`src/rtl/uls_pkg.sv`:
```
package uls_pkg;

  typedef struct packed {
    logic clearChar;
    logic shiftIn;
    logic captureParity;
    logic push;
    logic tagFrame;
    logic tagBreak;
  } rxStrobe_t;

  typedef enum logic [2:0] {
    RX_IDLE,
    RX_START,
    RX_DATA,
    RX_PARITY,
    RX_STOP,
    RX_WAITMARK
  } rxState_t;

endpackage

```
`src/rtl/uls_rx_ctrl.sv`:
```
module uls_rx_ctrl
  import uls_pkg::*;
#(
  parameter int DATA_BITS  = 8,
  parameter int OVERSAMPLE = 16
) (
  input  logic       clk,
  input  logic       rstN,
  input  logic       sampleTick,
  input  logic       rxIn,
  output rxStrobe_t  strobe
);
  localparam int OS_W  = $clog2(OVERSAMPLE);
  localparam int BIT_W = $clog2(DATA_BITS);
  localparam int HALF  = OVERSAMPLE / 2;

  rxState_t          state, stateNext;
  logic [OS_W-1:0]   tickCnt, tickNext;
  logic [BIT_W-1:0]  bitCnt, bitNext;
  logic              sawOne, sawOneNext;
  logic              lastSample;

  // Mid-bit sample point: the last tick of each bit window.
  logic midBit;
  assign midBit = (tickCnt == OS_W'(OVERSAMPLE - 1));

  always_comb begin
    stateNext  = state;
    tickNext   = tickCnt;
    bitNext    = bitCnt;
    sawOneNext = sawOne;
    strobe     = '0;
    if (sampleTick) begin
      unique case (state)
        RX_IDLE: begin
          if (lastSample && !rxIn) begin
            stateNext = RX_START;
            tickNext  = '0;
          end
        end
        RX_START: begin
          if (tickCnt == OS_W'(HALF - 1)) begin
            tickNext = '0;
            if (!rxIn) begin
              stateNext        = RX_DATA;
              bitNext          = '0;
              sawOneNext       = 1'b0;
              strobe.clearChar = 1'b1;
            end else begin
              stateNext = RX_IDLE;
            end
          end else begin
            tickNext = tickCnt + 1'b1;
          end
        end
        RX_DATA: begin
          if (midBit) begin
            tickNext       = '0;
            strobe.shiftIn = 1'b1;
            sawOneNext     = sawOne | rxIn;
            if (bitCnt == BIT_W'(DATA_BITS - 1)) stateNext = RX_PARITY;
            else                                 bitNext   = bitCnt + 1'b1;
          end else begin
            tickNext = tickCnt + 1'b1;
          end
        end
        RX_PARITY: begin
          if (midBit) begin
            tickNext             = '0;
            strobe.captureParity = 1'b1;
            sawOneNext           = sawOne | rxIn;
            stateNext            = RX_STOP;
          end else begin
            tickNext = tickCnt + 1'b1;
          end
        end
        RX_STOP: begin
          if (midBit) begin
            tickNext        = '0;
            strobe.push     = 1'b1;
            strobe.tagFrame = !rxIn;
            strobe.tagBreak = !rxIn && !sawOne;
            stateNext       = (!rxIn && !sawOne) ? RX_WAITMARK : RX_IDLE;
          end else begin
            tickNext = tickCnt + 1'b1;
          end
        end
        RX_WAITMARK: begin
          if (!rxIn)      tickNext  = '0;
          else if (midBit) stateNext = RX_IDLE;
          else            tickNext  = tickCnt + 1'b1;
        end
        default: stateNext = RX_IDLE;
      endcase
    end
  end

  always_ff @(posedge clk or negedge rstN) begin
    if (!rstN) begin
      state      <= RX_IDLE;
      tickCnt    <= '0;
      bitCnt     <= '0;
      sawOne     <= 1'b0;
      lastSample <= 1'b1;
    end else begin
      state   <= stateNext;
      tickCnt <= tickNext;
      bitCnt  <= bitNext;
      sawOne  <= sawOneNext;
      if (sampleTick) lastSample <= rxIn;
    end
  end

endmodule

```
`src/rtl/uls_datapath.sv`:
```
module uls_datapath
  import uls_pkg::*;
#(
  parameter int DATA_BITS  = 8,
  parameter int OVERSAMPLE = 16,
  parameter int RX_DEPTH   = 16,
  parameter int TX_DEPTH   = 16
) (
  input  logic                 clk,
  input  logic                 rstN,
  input  logic                 sampleTick,
  input  logic                 rxIn,
  input  rxStrobe_t            strobe,
  input  logic                 rxPop,
  input  logic                 statusRead,
  input  logic                 txWrite,
  output logic [DATA_BITS-1:0] rxData,
  output logic                 rxReady,
  output logic [2:0]           stickyTags,
  output logic                 errInFifo,
  output logic                 txReady,
  output logic                 txEmpty,
  output logic                 headArrive
);
  localparam int PTR_W    = $clog2(RX_DEPTH);
  localparam int CNT_W    = PTR_W + 1;
  localparam int ENTRY_W  = DATA_BITS + 3;
  localparam int TX_TICKS = (DATA_BITS + 3) * OVERSAMPLE;
  localparam int TXC_W    = $clog2(TX_DEPTH + 1);
  localparam int TXT_W    = $clog2(TX_TICKS);

  // ---------------- receive character assembly ----------------
  logic [DATA_BITS-1:0] shiftReg;
  logic                 parityBit;

  always_ff @(posedge clk or negedge rstN) begin
    if (!rstN) begin
      shiftReg  <= '0;
      parityBit <= 1'b0;
    end else if (strobe.clearChar) begin
      shiftReg  <= '0;
      parityBit <= 1'b0;
    end else begin
      if (strobe.shiftIn)       shiftReg  <= {rxIn, shiftReg[DATA_BITS-1:1]};
      if (strobe.captureParity) parityBit <= rxIn;
    end
  end

  // Entry layout: {break, frame, parity, data}
  logic [ENTRY_W-1:0] pushEntry;
  assign pushEntry = {strobe.tagBreak, strobe.tagFrame, ^{shiftReg, parityBit}, shiftReg};

  // ---------------- receive FIFO ----------------
  logic [ENTRY_W-1:0] mem [RX_DEPTH];
  logic [PTR_W-1:0]   wrPtr, rdPtr;
  logic [CNT_W-1:0]   count, errCnt;
  logic               doPush, doPop;
  logic [ENTRY_W-1:0] headEntry, arriveEntry;

  assign doPush    = strobe.push && (count != CNT_W'(RX_DEPTH));
  assign doPop     = rxPop && (count != '0);
  assign headEntry = mem[rdPtr];

  always_comb begin
    headArrive  = 1'b0;
    arriveEntry = pushEntry;
    if (doPop && count >= CNT_W'(2)) begin
      headArrive  = 1'b1;
      arriveEntry = mem[rdPtr + PTR_W'(1)];
    end else if (doPush && (count == '0 || (doPop && count == CNT_W'(1)))) begin
      headArrive = 1'b1;
    end
  end

  logic pushTagged, popTagged;
  assign pushTagged = doPush && (|pushEntry[ENTRY_W-1:DATA_BITS]);
  assign popTagged  = doPop  && (|headEntry[ENTRY_W-1:DATA_BITS]);

  always_ff @(posedge clk) begin
    if (doPush) mem[wrPtr] <= pushEntry;
  end

  always_ff @(posedge clk or negedge rstN) begin
    if (!rstN) begin
      wrPtr      <= '0;
      rdPtr      <= '0;
      count      <= '0;
      errCnt     <= '0;
      stickyTags <= '0;
    end else begin
      if (doPush) wrPtr <= wrPtr + 1'b1;
      if (doPop)  rdPtr <= rdPtr + 1'b1;
      count      <= count + CNT_W'(doPush) - CNT_W'(doPop);
      errCnt     <= errCnt + CNT_W'(pushTagged) - CNT_W'(popTagged);
      stickyTags <= (statusRead ? 3'b000 : stickyTags)
                  | (headArrive ? arriveEntry[ENTRY_W-1:DATA_BITS] : 3'b000);
    end
  end

  assign rxData    = headEntry[DATA_BITS-1:0];
  assign rxReady   = (count != '0);
  assign errInFifo = (errCnt != '0);

  // ---------------- transmitter occupancy ----------------
  logic [TXC_W-1:0] txCount;
  logic [TXT_W-1:0] txTicks;
  logic             txBusy, txLoad, txAccept;

  assign txLoad   = !txBusy && (txCount != '0);
  assign txAccept = txWrite && (txCount != TXC_W'(TX_DEPTH));

  always_ff @(posedge clk or negedge rstN) begin
    if (!rstN) begin
      txCount <= '0;
      txBusy  <= 1'b0;
      txTicks <= '0;
    end else begin
      txCount <= txCount + TXC_W'(txAccept) - TXC_W'(txLoad);
      if (txLoad) begin
        txBusy  <= 1'b1;
        txTicks <= '0;
      end else if (txBusy && sampleTick) begin
        if (txTicks == TXT_W'(TX_TICKS - 1)) txBusy  <= 1'b0;
        else                                 txTicks <= txTicks + 1'b1;
      end
    end
  end

  assign txReady = (txCount == '0);
  assign txEmpty = (txCount == '0) && !txBusy;

endmodule

```
`src/rtl/uart_line_status.sv`:
```
module uart_line_status
  import uls_pkg::*;
#(
  parameter int DATA_BITS  = 8,
  parameter int OVERSAMPLE = 16,
  parameter int RX_DEPTH   = 16,
  parameter int TX_DEPTH   = 16
) (
  input  logic                 clk,
  input  logic                 rstN,
  input  logic                 sampleTick,
  input  logic                 rxIn,
  input  logic                 rxPop,
  input  logic                 statusRead,
  input  logic                 txWrite,
  output logic [DATA_BITS-1:0] rxData,
  output logic                 rxReady,
  output logic [6:0]           statusWord
);
  rxStrobe_t  strobe;
  logic [2:0] stickyTags;
  logic       errInFifo, txReady, txEmpty, headArrive;

  uls_rx_ctrl #(.DATA_BITS(DATA_BITS), .OVERSAMPLE(OVERSAMPLE)) u_ctrl (
    .clk(clk), .rstN(rstN), .sampleTick(sampleTick), .rxIn(rxIn), .strobe(strobe)
  );

  uls_datapath #(
    .DATA_BITS(DATA_BITS), .OVERSAMPLE(OVERSAMPLE),
    .RX_DEPTH(RX_DEPTH), .TX_DEPTH(TX_DEPTH)
  ) u_dp (
    .clk(clk), .rstN(rstN), .sampleTick(sampleTick), .rxIn(rxIn), .strobe(strobe),
    .rxPop(rxPop), .statusRead(statusRead), .txWrite(txWrite),
    .rxData(rxData), .rxReady(rxReady), .stickyTags(stickyTags),
    .errInFifo(errInFifo), .txReady(txReady), .txEmpty(txEmpty),
    .headArrive(headArrive)
  );

  // stickyTags is {break, frame, parity}
  assign statusWord = {errInFifo, txEmpty, txReady,
                       stickyTags[2], stickyTags[1], stickyTags[0], rxReady};

endmodule

```
`config.mk`:
```
export PLATFORM = sky130hd
export DESIGN_NAME = uart_line_status
export DESIGN_NICKNAME = d
export VERILOG_FILES = /design/src/rtl/uls_pkg.sv /design/src/rtl/uls_rx_ctrl.sv /design/src/rtl/uls_datapath.sv /design/src/rtl/uart_line_status.sv
export SDC_FILE = /design/constraint.sdc
export NUM_CORES = 1
export LEC_CHECK = 0
export ABC_CLOCK_PERIOD_IN_PS = 3600
export BUFFER_PORTS_ARGS = -buffer_cell sky130_fd_sc_hd__buf_2
export CAP_MARGIN = 20
export CORE_ASPECT_RATIO = 0.9
export CORE_MARGIN = 8
export CORE_UTILIZATION = 50
export CTS_CLUSTER_SIZE = 25
export DETAILED_ROUTE_END_ITERATION = 8
export PLACE_DENSITY = 0.64
export SLEW_MARGIN = 10
export SYNTH_ARGS = -nofsm -noshare
export SYNTH_HDL_FRONTEND = slang
export SYNTH_SLANG_ARGS = --single-unit
```
`constraint.sdc`:
```
create_clock -name clk -period 3.6 [get_ports clk]
set_input_delay 0.18 -clock clk [delete_from_list [all_inputs] [get_ports clk]]
set_output_delay 0.18 -clock clk [all_outputs]
set_load 0.005 [all_outputs]
```
==> results.ini, run 1 <==
[floorplan]
placementRows = 50
fp.coreArea_um2 = 20600
die_w_um = 168
die-area_um2 = 25600
top_level_ports = 23
die_h_um = 153
initial_core_util = 0.504

[power]
power.share.switching = 0.308
switchingPower_mw = 2.64
power_per_cell_area_nw_per_um2 = 737
seqPwrFrac = 0.405
vdd.ir_drop.worst_v = 0.000362
comb_pwr_share = 0.298
p_clk_frac = 0.297
p_int_mw = 5.93
leakagePower_nw = 4.43

[sta]
timing.clock.skew_ns = 0.00750
setup_viol_count_final = 0
worst_hold_slack_ns = 0.0404
timing.final.max_slew_violations = 0
final_critical_path_setup_slack_ns = 0.244
maxClockFrequency_ghz = 0.298
rsz0062_at_grt = no
final.min_clock_period_ns = 3.36
final_worst_path_period_share = 0.932
timing_worst_slew_pin_value_ns = 0.838
slew_headroom = 0.437
final.setup.tns_ns = 0
timing_hold_violations_final = 0

[status]
run_status = finished clean

[clock_tree]
tritoncts.num_buffers = 25
htree_num_levels = 1
ctsLongestPathBuffers = 3
clk-insertion-delay-late_ns = 0.50
post_cts_resized = 0
tritoncts = done
cts-hold-fix-buffers = 2
clock-root-buffer = sky130_fd_sc_hd__clkbuf_16
clkTransAtPathRegs_ns = 0.06
clock_sinks = 232
post_cts_buffers = 0

[routing]
drt-total-wl_mm = 20.3
drc = 0
ant_nets = 0
via_per_inst = 5.71
initialDrtViolationCount = 382
drtPass1Iterations = 4
wl_per_cell_um = 20.1
routed-via-count = 5749

[final_layout]
area_of_all_sequential_standard_cells_um2 = 6690
nFillCells = 1580
num-nets-final = 769
multi_input_gate_area_um2 = 3350
diodes = 0
most_common_cell_after_layout_fill_and_taps_aside = sky130_fd_sc_hd__edfxtp_1
layout-drive-gt1-share = 0.143
final_cell_mix = sky130_fd_sc_hd__edfxtp_1 (176), sky130_fd_sc_hd__dfrtp_1 (54), sky130_fd_sc_hd__nor2_1 (46), sky130_fd_sc_hd__inv_1 (43), sky130_fd_sc_hd__mux2i_1 (42)
synthToLayoutAreaGrowth_pct = 12.3

[synth]
synth_edf_count = 176
synth-seq-cells = 232
synth_cell_type_count = 59
synth_fp_nets = 732
synth.yosys.seq_area_share = 0.645
syn_area_per_cell_um2 = 15.0
ys.warnings.count = 0
synth-main-ff-cell = sky130_fd_sc_hd__edfxtp_1
synth_area_leader_cell = sky130_fd_sc_hd__edfxtp_1
synth_cells = 692
synth_async_sr_flop_share = 0.241
synth_top_cells_by_area = sky130_fd_sc_hd__edfxtp_1 (51%), sky130_fd_sc_hd__dfrtp_1 (13%), sky130_fd_sc_hd__mux4_2 (4.1%)
syn_area_um2 = 10400
synth_top_area_share = 0.510

[global_routing]
grt_start_max_net_pins = 36
gr-usage-all-layers = 0.160
via_count_of_the_first_global_routing_pass = 5889
antenna_violations_before_repair = 0
grt_first_pass_wirelength_mm = 32.9
grt_overflow_total = 0

[hold_path]
holdCritPathClass = in -> reg

[placement]
portBuffers = 22
place.detailed.hpwl_mm = 13.7
preCtsSetupSlack_ns = 0.249
routability_driven_placement_congestion_ratio = 0.857

[flow_run]
cap_violations = 0

[worst_setup_path]
critPathLaunchType = flop
path_max_fanout = 29
endpoint_kind = flop
setup.worst_path.class = reg -> reg
cp_data_required_time_ns = 3.98
crit_arrival_ns = 3.74

area by class of cell:
class / count / share of cell area
Timing Repair Buffer: 41 / 0.0222
Multi-Input combinational cell: 385 / 0.288
Inverter: 44 / 0.0142
Clock inverter: 4 / 0.00430
Tap cell: 260 / 0.0280
Sequential cell: 232 / 0.575
Clock buffer: 41 / 0.0686
routing by layer:
metal / up-vias / global-route usage / share of wire
li1: 2709 / - / -
met2: 114 / 0.263 / 0.49
met3: 21 / 0.0300 / 0.046
met5: - / 0 / 0
met1: 2905 / 0.218 / 0.45
met4: 0 / 0.0357 / 0.012
final timing paths:
check	from	to	slack [ns]	cells after the start
max reg2reg	u_dp.rdPtr[0]$_DFFE_PN0P_	u_dp.errCnt[4]$_DFF_PN0_	0.24	14
min reg2reg	u_dp.parityBit$_DFFE_PN0P_	u_dp.parityBit$_DFFE_PN0P_	0.53	1
max in group asynchronous	rstN	u_ctrl.lastSample$_DFFE_PN1P_	2.52	3
min in group asynchronous	rstN	u_dp.stickyTags[1]$_DFF_PN0_	0.21	2
min	sampleTick	u_dp.txBusy$_DFFE_PN0P_	0.04	2
max	u_dp.rdPtr[0]$_DFFE_PN0P_	u_dp.errCnt[4]$_DFF_PN0_	0.24	14
kinds of logic (layout without fill, tap and decap cells):
group                    Yosys count  after routing  share of synthesized area
flip-flops                       232            232                      0.645
XOR/XNOR                          36             36                     0.0304
buffers and inverters             75            130                     0.0318
AND/OR/NAND/NOR                  149            149                     0.0739
multiplexers                      76             76                      0.114
adder cells (fa/ha/maj)           33             33                     0.0420
AO/OA/AOI/OAI                     91             91                     0.0625
cells in the mapped netlist (5+ instances only):
master and n:
sky130_fd_sc_hd__buf_2 11, sky130_fd_sc_hd__mux2i_1 42, sky130_fd_sc_hd__and3_1 5, sky130_fd_sc_hd__nor3_1 6, sky130_fd_sc_hd__xnor2_1 25, sky130_fd_sc_hd__a221oi_1 17, sky130_fd_sc_hd__inv_1 43, sky130_fd_sc_hd__nand2b_1 7
sky130_fd_sc_hd__and2_1 13, sky130_fd_sc_hd__buf_4 7, sky130_fd_sc_hd__a21oi_1 13, sky130_fd_sc_hd__nor4_1 9, sky130_fd_sc_hd__nor2_1 46, sky130_fd_sc_hd__o21ai_0 16, sky130_fd_sc_hd__edfxtp_1 176, sky130_fd_sc_hd__nand4_1 6
sky130_fd_sc_hd__a22oi_1 8, sky130_fd_sc_hd__clkbuf_1 12, sky130_fd_sc_hd__dfrtp_1 55, sky130_fd_sc_hd__mux4_2 19, sky130_fd_sc_hd__nand3_1 7, sky130_fd_sc_hd__nand2_1 28, sky130_fd_sc_hd__xor2_1 11, sky130_fd_sc_hd__nor2b_1 7
sky130_fd_sc_hd__a31oi_1 6, sky130_fd_sc_hd__nor4b_1 5, sky130_fd_sc_hd__mux4_1 11, sky130_fd_sc_hd__ha_1 30
power by group through the flow:
stage | clock (mW) | sequential (mW) | combinational (mW)
floorplan | 0 | 3.36 | 2.06
finish | 2.55 | 3.47 | 2.55
detailed placement | 0 | 3.52 | 2.58
global route | 2.71 | 3.51 | 2.83
global placement | 0 | 3.49 | 2.48
CTS | 2.60 | 3.47 | 2.59
stage by stage:
stage	power [mW]	std cells	cell area, um2	util
floorplan	5.42	692	10400	-
global placement	5.98	960	10800	0.523
detailed placement	6.10	960	10800	0.523
CTS	8.66	1007	11600	0.565
global route	9.05	1007	11600	0.565
finish	8.58	1007	11600	0.565
critical path, cell delays in order (launching register included):
cell                      delay, ns
sky130_fd_sc_hd__dfrtp_4       0.61
sky130_fd_sc_hd__or4b_2        0.61
sky130_fd_sc_hd__a31oi_1       0.25
sky130_fd_sc_hd__mux4_2        0.27
sky130_fd_sc_hd__nor2_1        0.07
sky130_fd_sc_hd__ha_1          0.29
sky130_fd_sc_hd__inv_1         0.05
sky130_fd_sc_hd__ha_1          0.16
sky130_fd_sc_hd__inv_1         0.07
sky130_fd_sc_hd__fa_1          0.42
sky130_fd_sc_hd__inv_1         0.09
sky130_fd_sc_hd__a21oi_1       0.06
sky130_fd_sc_hd__nor2_1        0.09
sky130_fd_sc_hd__nor2_1        0.06
sky130_fd_sc_hd__xnor2_1       0.12
state kept, by name, indices dropped and copies added (netlist names):
signal and count:
u_dp.mem 176, u_dp.shiftReg 8, u_dp.txTicks 8, u_dp.count 5, u_dp.errCnt 5, u_dp.txCount 5
u_ctrl.tickCnt 4, u_dp.rdPtr 4, u_dp.wrPtr 4, u_ctrl.bitCnt 3, u_ctrl.state 3, u_dp.stickyTags 3
u_ctrl.lastSample 1, u_ctrl.sawOne 1, u_dp.parityBit 1, u_dp.txBusy 1
(Power assumes the default switching activity.)
==> run 2: changes to the inputs <==
--- a/config.mk
+++ b/config.mk
@@ -8,7 +8,7 @@
 export ABC_CLOCK_PERIOD_IN_PS = 3600
 export BUFFER_PORTS_ARGS = -buffer_cell sky130_fd_sc_hd__buf_2
 export CAP_MARGIN = 20
-export CORE_ASPECT_RATIO = 0.9
+export CORE_ASPECT_RATIO = 1.2
 export CORE_MARGIN = 8
 export CORE_UTILIZATION = 50
 export CTS_CLUSTER_SIZE = 25
==> run 2 against run 1 <==
Global-route usage up 0.46 points. Clock power down 5%. Die area about the same. Fmax up 4.4%. Wire length up 2.8%. Total power down 1.9%. Register-to-register slack better by 0.14 ns. Combinational power down 2%. Sequential share of layout area up 0.12 points. Sequential power about the same.
==> results.ini, run 2 (synthesis gave the netlist of run 1 again) <==
[power]
p_total_mw = 8.41
p_clk_frac = 0.289
power_per_cell_area_nw_per_um2 = 724
switchingPower_mw = 2.60
vdd.ir_drop.worst_v = 0.000410
comb_pwr_share = 0.297
p_int_mw = 5.80
power.share.switching = 0.310
seqPwrFrac = 0.414
leakagePower_nw = 4.44

[clock_tree]
clock-root-buffer = sky130_fd_sc_hd__clkbuf_16
clkTransAtPathRegs_ns = 0.07
post_cts_resized = 0
clock_sinks = 232
tritoncts.num_buffers = 23
clk-insertion-delay-late_ns = 0.51
htree_num_levels = 1
ctsLongestPathBuffers = 3
tritoncts = done

[global_routing]
grt_overflow_total = 0
antenna_violations_before_repair = 0
via_count_of_the_first_global_routing_pass = 6189
grt_first_pass_wirelength_mm = 33.4
grt_start_max_net_pins = 39
gr-usage-all-layers = 0.165

[routing]
drt-total-wl_mm = 20.8
drtPass1Iterations = 5
via_per_inst = 5.77
ant_nets = 0
routed-via-count = 5855
highest-signal-layer = met4
initialDrtViolationCount = 392
drc = 0
wl_met1_mm = 8.39
met2RoutedLength_mm = 10.8
wl_per_cell_um = 20.5
met3_length_mm = 1.04

[final_layout]
biggestRegsByFlops = u_dp.mem x176, u_dp.shiftReg x8, u_dp.txTicks x8
final_cell_mix = sky130_fd_sc_hd__edfxtp_1 (176), sky130_fd_sc_hd__dfrtp_1 (54), sky130_fd_sc_hd__nor2_1 (46), sky130_fd_sc_hd__inv_1 (43), sky130_fd_sc_hd__mux2i_1 (42)
largest_register_ffs = 176
num-nets-final = 772
largest-register = u_dp.mem
fin_area_um2 = 11600
diodes = 0
most_common_cell_after_layout_fill_and_taps_aside = sky130_fd_sc_hd__edfxtp_1
synthToLayoutAreaGrowth_pct = 12.0
layout-drive-gt1-share = 0.148

[worst_setup_path]
endpoint_kind = flop
timing.critical_path.cells = or4b_2 -> a31oi_1 -> mux4_2 -> nor2_1 -> ha_1 -> inv_1 -> ha_1 -> inv_1 -> fa_1 -> inv_1 -> a21oi_1 -> nor2_1 -> nor2_1 -> xnor2_1
crit_arrival_ns = 3.60
path_max_fanout = 25
cp_data_required_time_ns = 3.98
cpPeakStageDelay_ns = 0.63
setup.worst_path.class = reg -> reg
critPathLaunchType = flop
cp_slowest_cell = sky130_fd_sc_hd__or4b_2

[status]
run_status = finished clean

[floorplan]
fp.coreArea_um2 = 20300
top_level_ports = 23
initial_core_util = 0.510
placementRows = 57
die_w_um = 147
die-area_um2 = 25600
die_h_um = 174

[placement]
preCtsSetupSlack_ns = 0.411
portBuffers = 22
routability_driven_placement_congestion_ratio = 0.804
place_area_um2 = 10800
place.detailed.hpwl_mm = 14.0

[sta]
rsz0062_at_grt = no
final.min_clock_period_ns = 3.21
timing_worst_slew_pin_value_ns = 0.915
final.setup.tns_ns = 0
slew_headroom = 0.390
final_critical_path_setup_slack_ns = 0.385
setup_viol_count_final = 0
maxClockFrequency_ghz = 0.311
timing_hold_violations_final = 0
final_worst_path_period_share = 0.893
timing.final.max_slew_violations = 0
timing.clock.skew_ns = 0.0145

[flow_run]
cap_violations = 0

[hold_path]
holdCritPathClass = in -> reg

-- run 2: timing repair --
action,4_1_cts,5_1_grt
endpoints found under the hold margin,39,0
setup buffers,0,0
hold buffers,2,0
-- run 2: through the flow --
step,hold slack [ns],util,std cells
6_report,0.0297,0.571,1014
4_1_cts,0.0159,0.571,1014
3_3_place_gp,0.360,0.532,970
3_5_place_dp,0.362,0.532,970
5_1_grt,0.0400,0.571,1014
2_1_floorplan,-0.116,-,692
-- run 2: area by class of cell --
class | count | area [um2]
Fill cell | 1581 | 8720
Inverter | 44 | 165
Clock inverter | 12 | 148
Multi-Input combinational cell | 385 | 3350
Sequential cell | 232 | 6690
Tap cell | 265 | 332
Timing Repair Buffer | 46 | 295
Clock buffer | 30 | 632
-- run 2: power groups by stage --
stage	Sequential, mW	Combinational (mW)	Clock [mW]
floorplan	3.36	2.06	0
global placement	3.51	2.44	0
detailed placement	3.53	2.51	0
CTS	3.48	2.53	2.49
global route	3.52	2.78	2.60
finish	3.48	2.50	2.43
-- run 2: final timing paths --
check / startpoint / to / slack [ns] / cells after the start
max in group asynchronous: rstN / u_dp.shiftReg[6]$_DFFE_PN0P_ / 2.44 / 3
worst max-delay path: u_dp.rdPtr[0]$_DFFE_PN0P_ / u_dp.errCnt[4]$_DFF_PN0_ / 0.39 / 14
worst min-delay path: sampleTick / u_dp.txBusy$_DFFE_PN0P_ / 0.03 / 2
worst max register to register: u_dp.rdPtr[0]$_DFFE_PN0P_ / u_dp.errCnt[4]$_DFF_PN0_ / 0.39 / 14
min in group asynchronous: rstN / u_dp.stickyTags[2]$_DFF_PN0_ / 0.35 / 2
worst min register to register: u_dp.wrPtr[3]$_DFFE_PN0P_ / u_dp.wrPtr[3]$_DFFE_PN0P_ / 0.53 / 1
-- run 2: worst max-delay path: cells and delay by family, from the launching register on --
family,cells,cell delay (ns)
XOR/XNOR,1,0.11
multiplexers,1,0.28
AO/OA/AOI/OAI,2,0.23
flip-flops,1,0.58
adder cells (fa/ha/maj),3,0.87
buffers and inverters,3,0.18
AND/OR/NAND/NOR,4,0.82
-- run 2: metal layers --
layer | up-vias | global-route usage
li1 | 2710 | -
met4 | 0 | 0.0511
met1 | 2960 | 0.197
met2 | 147 | 0.295
met5 | - | 0
met3 | 38 | 0.0282
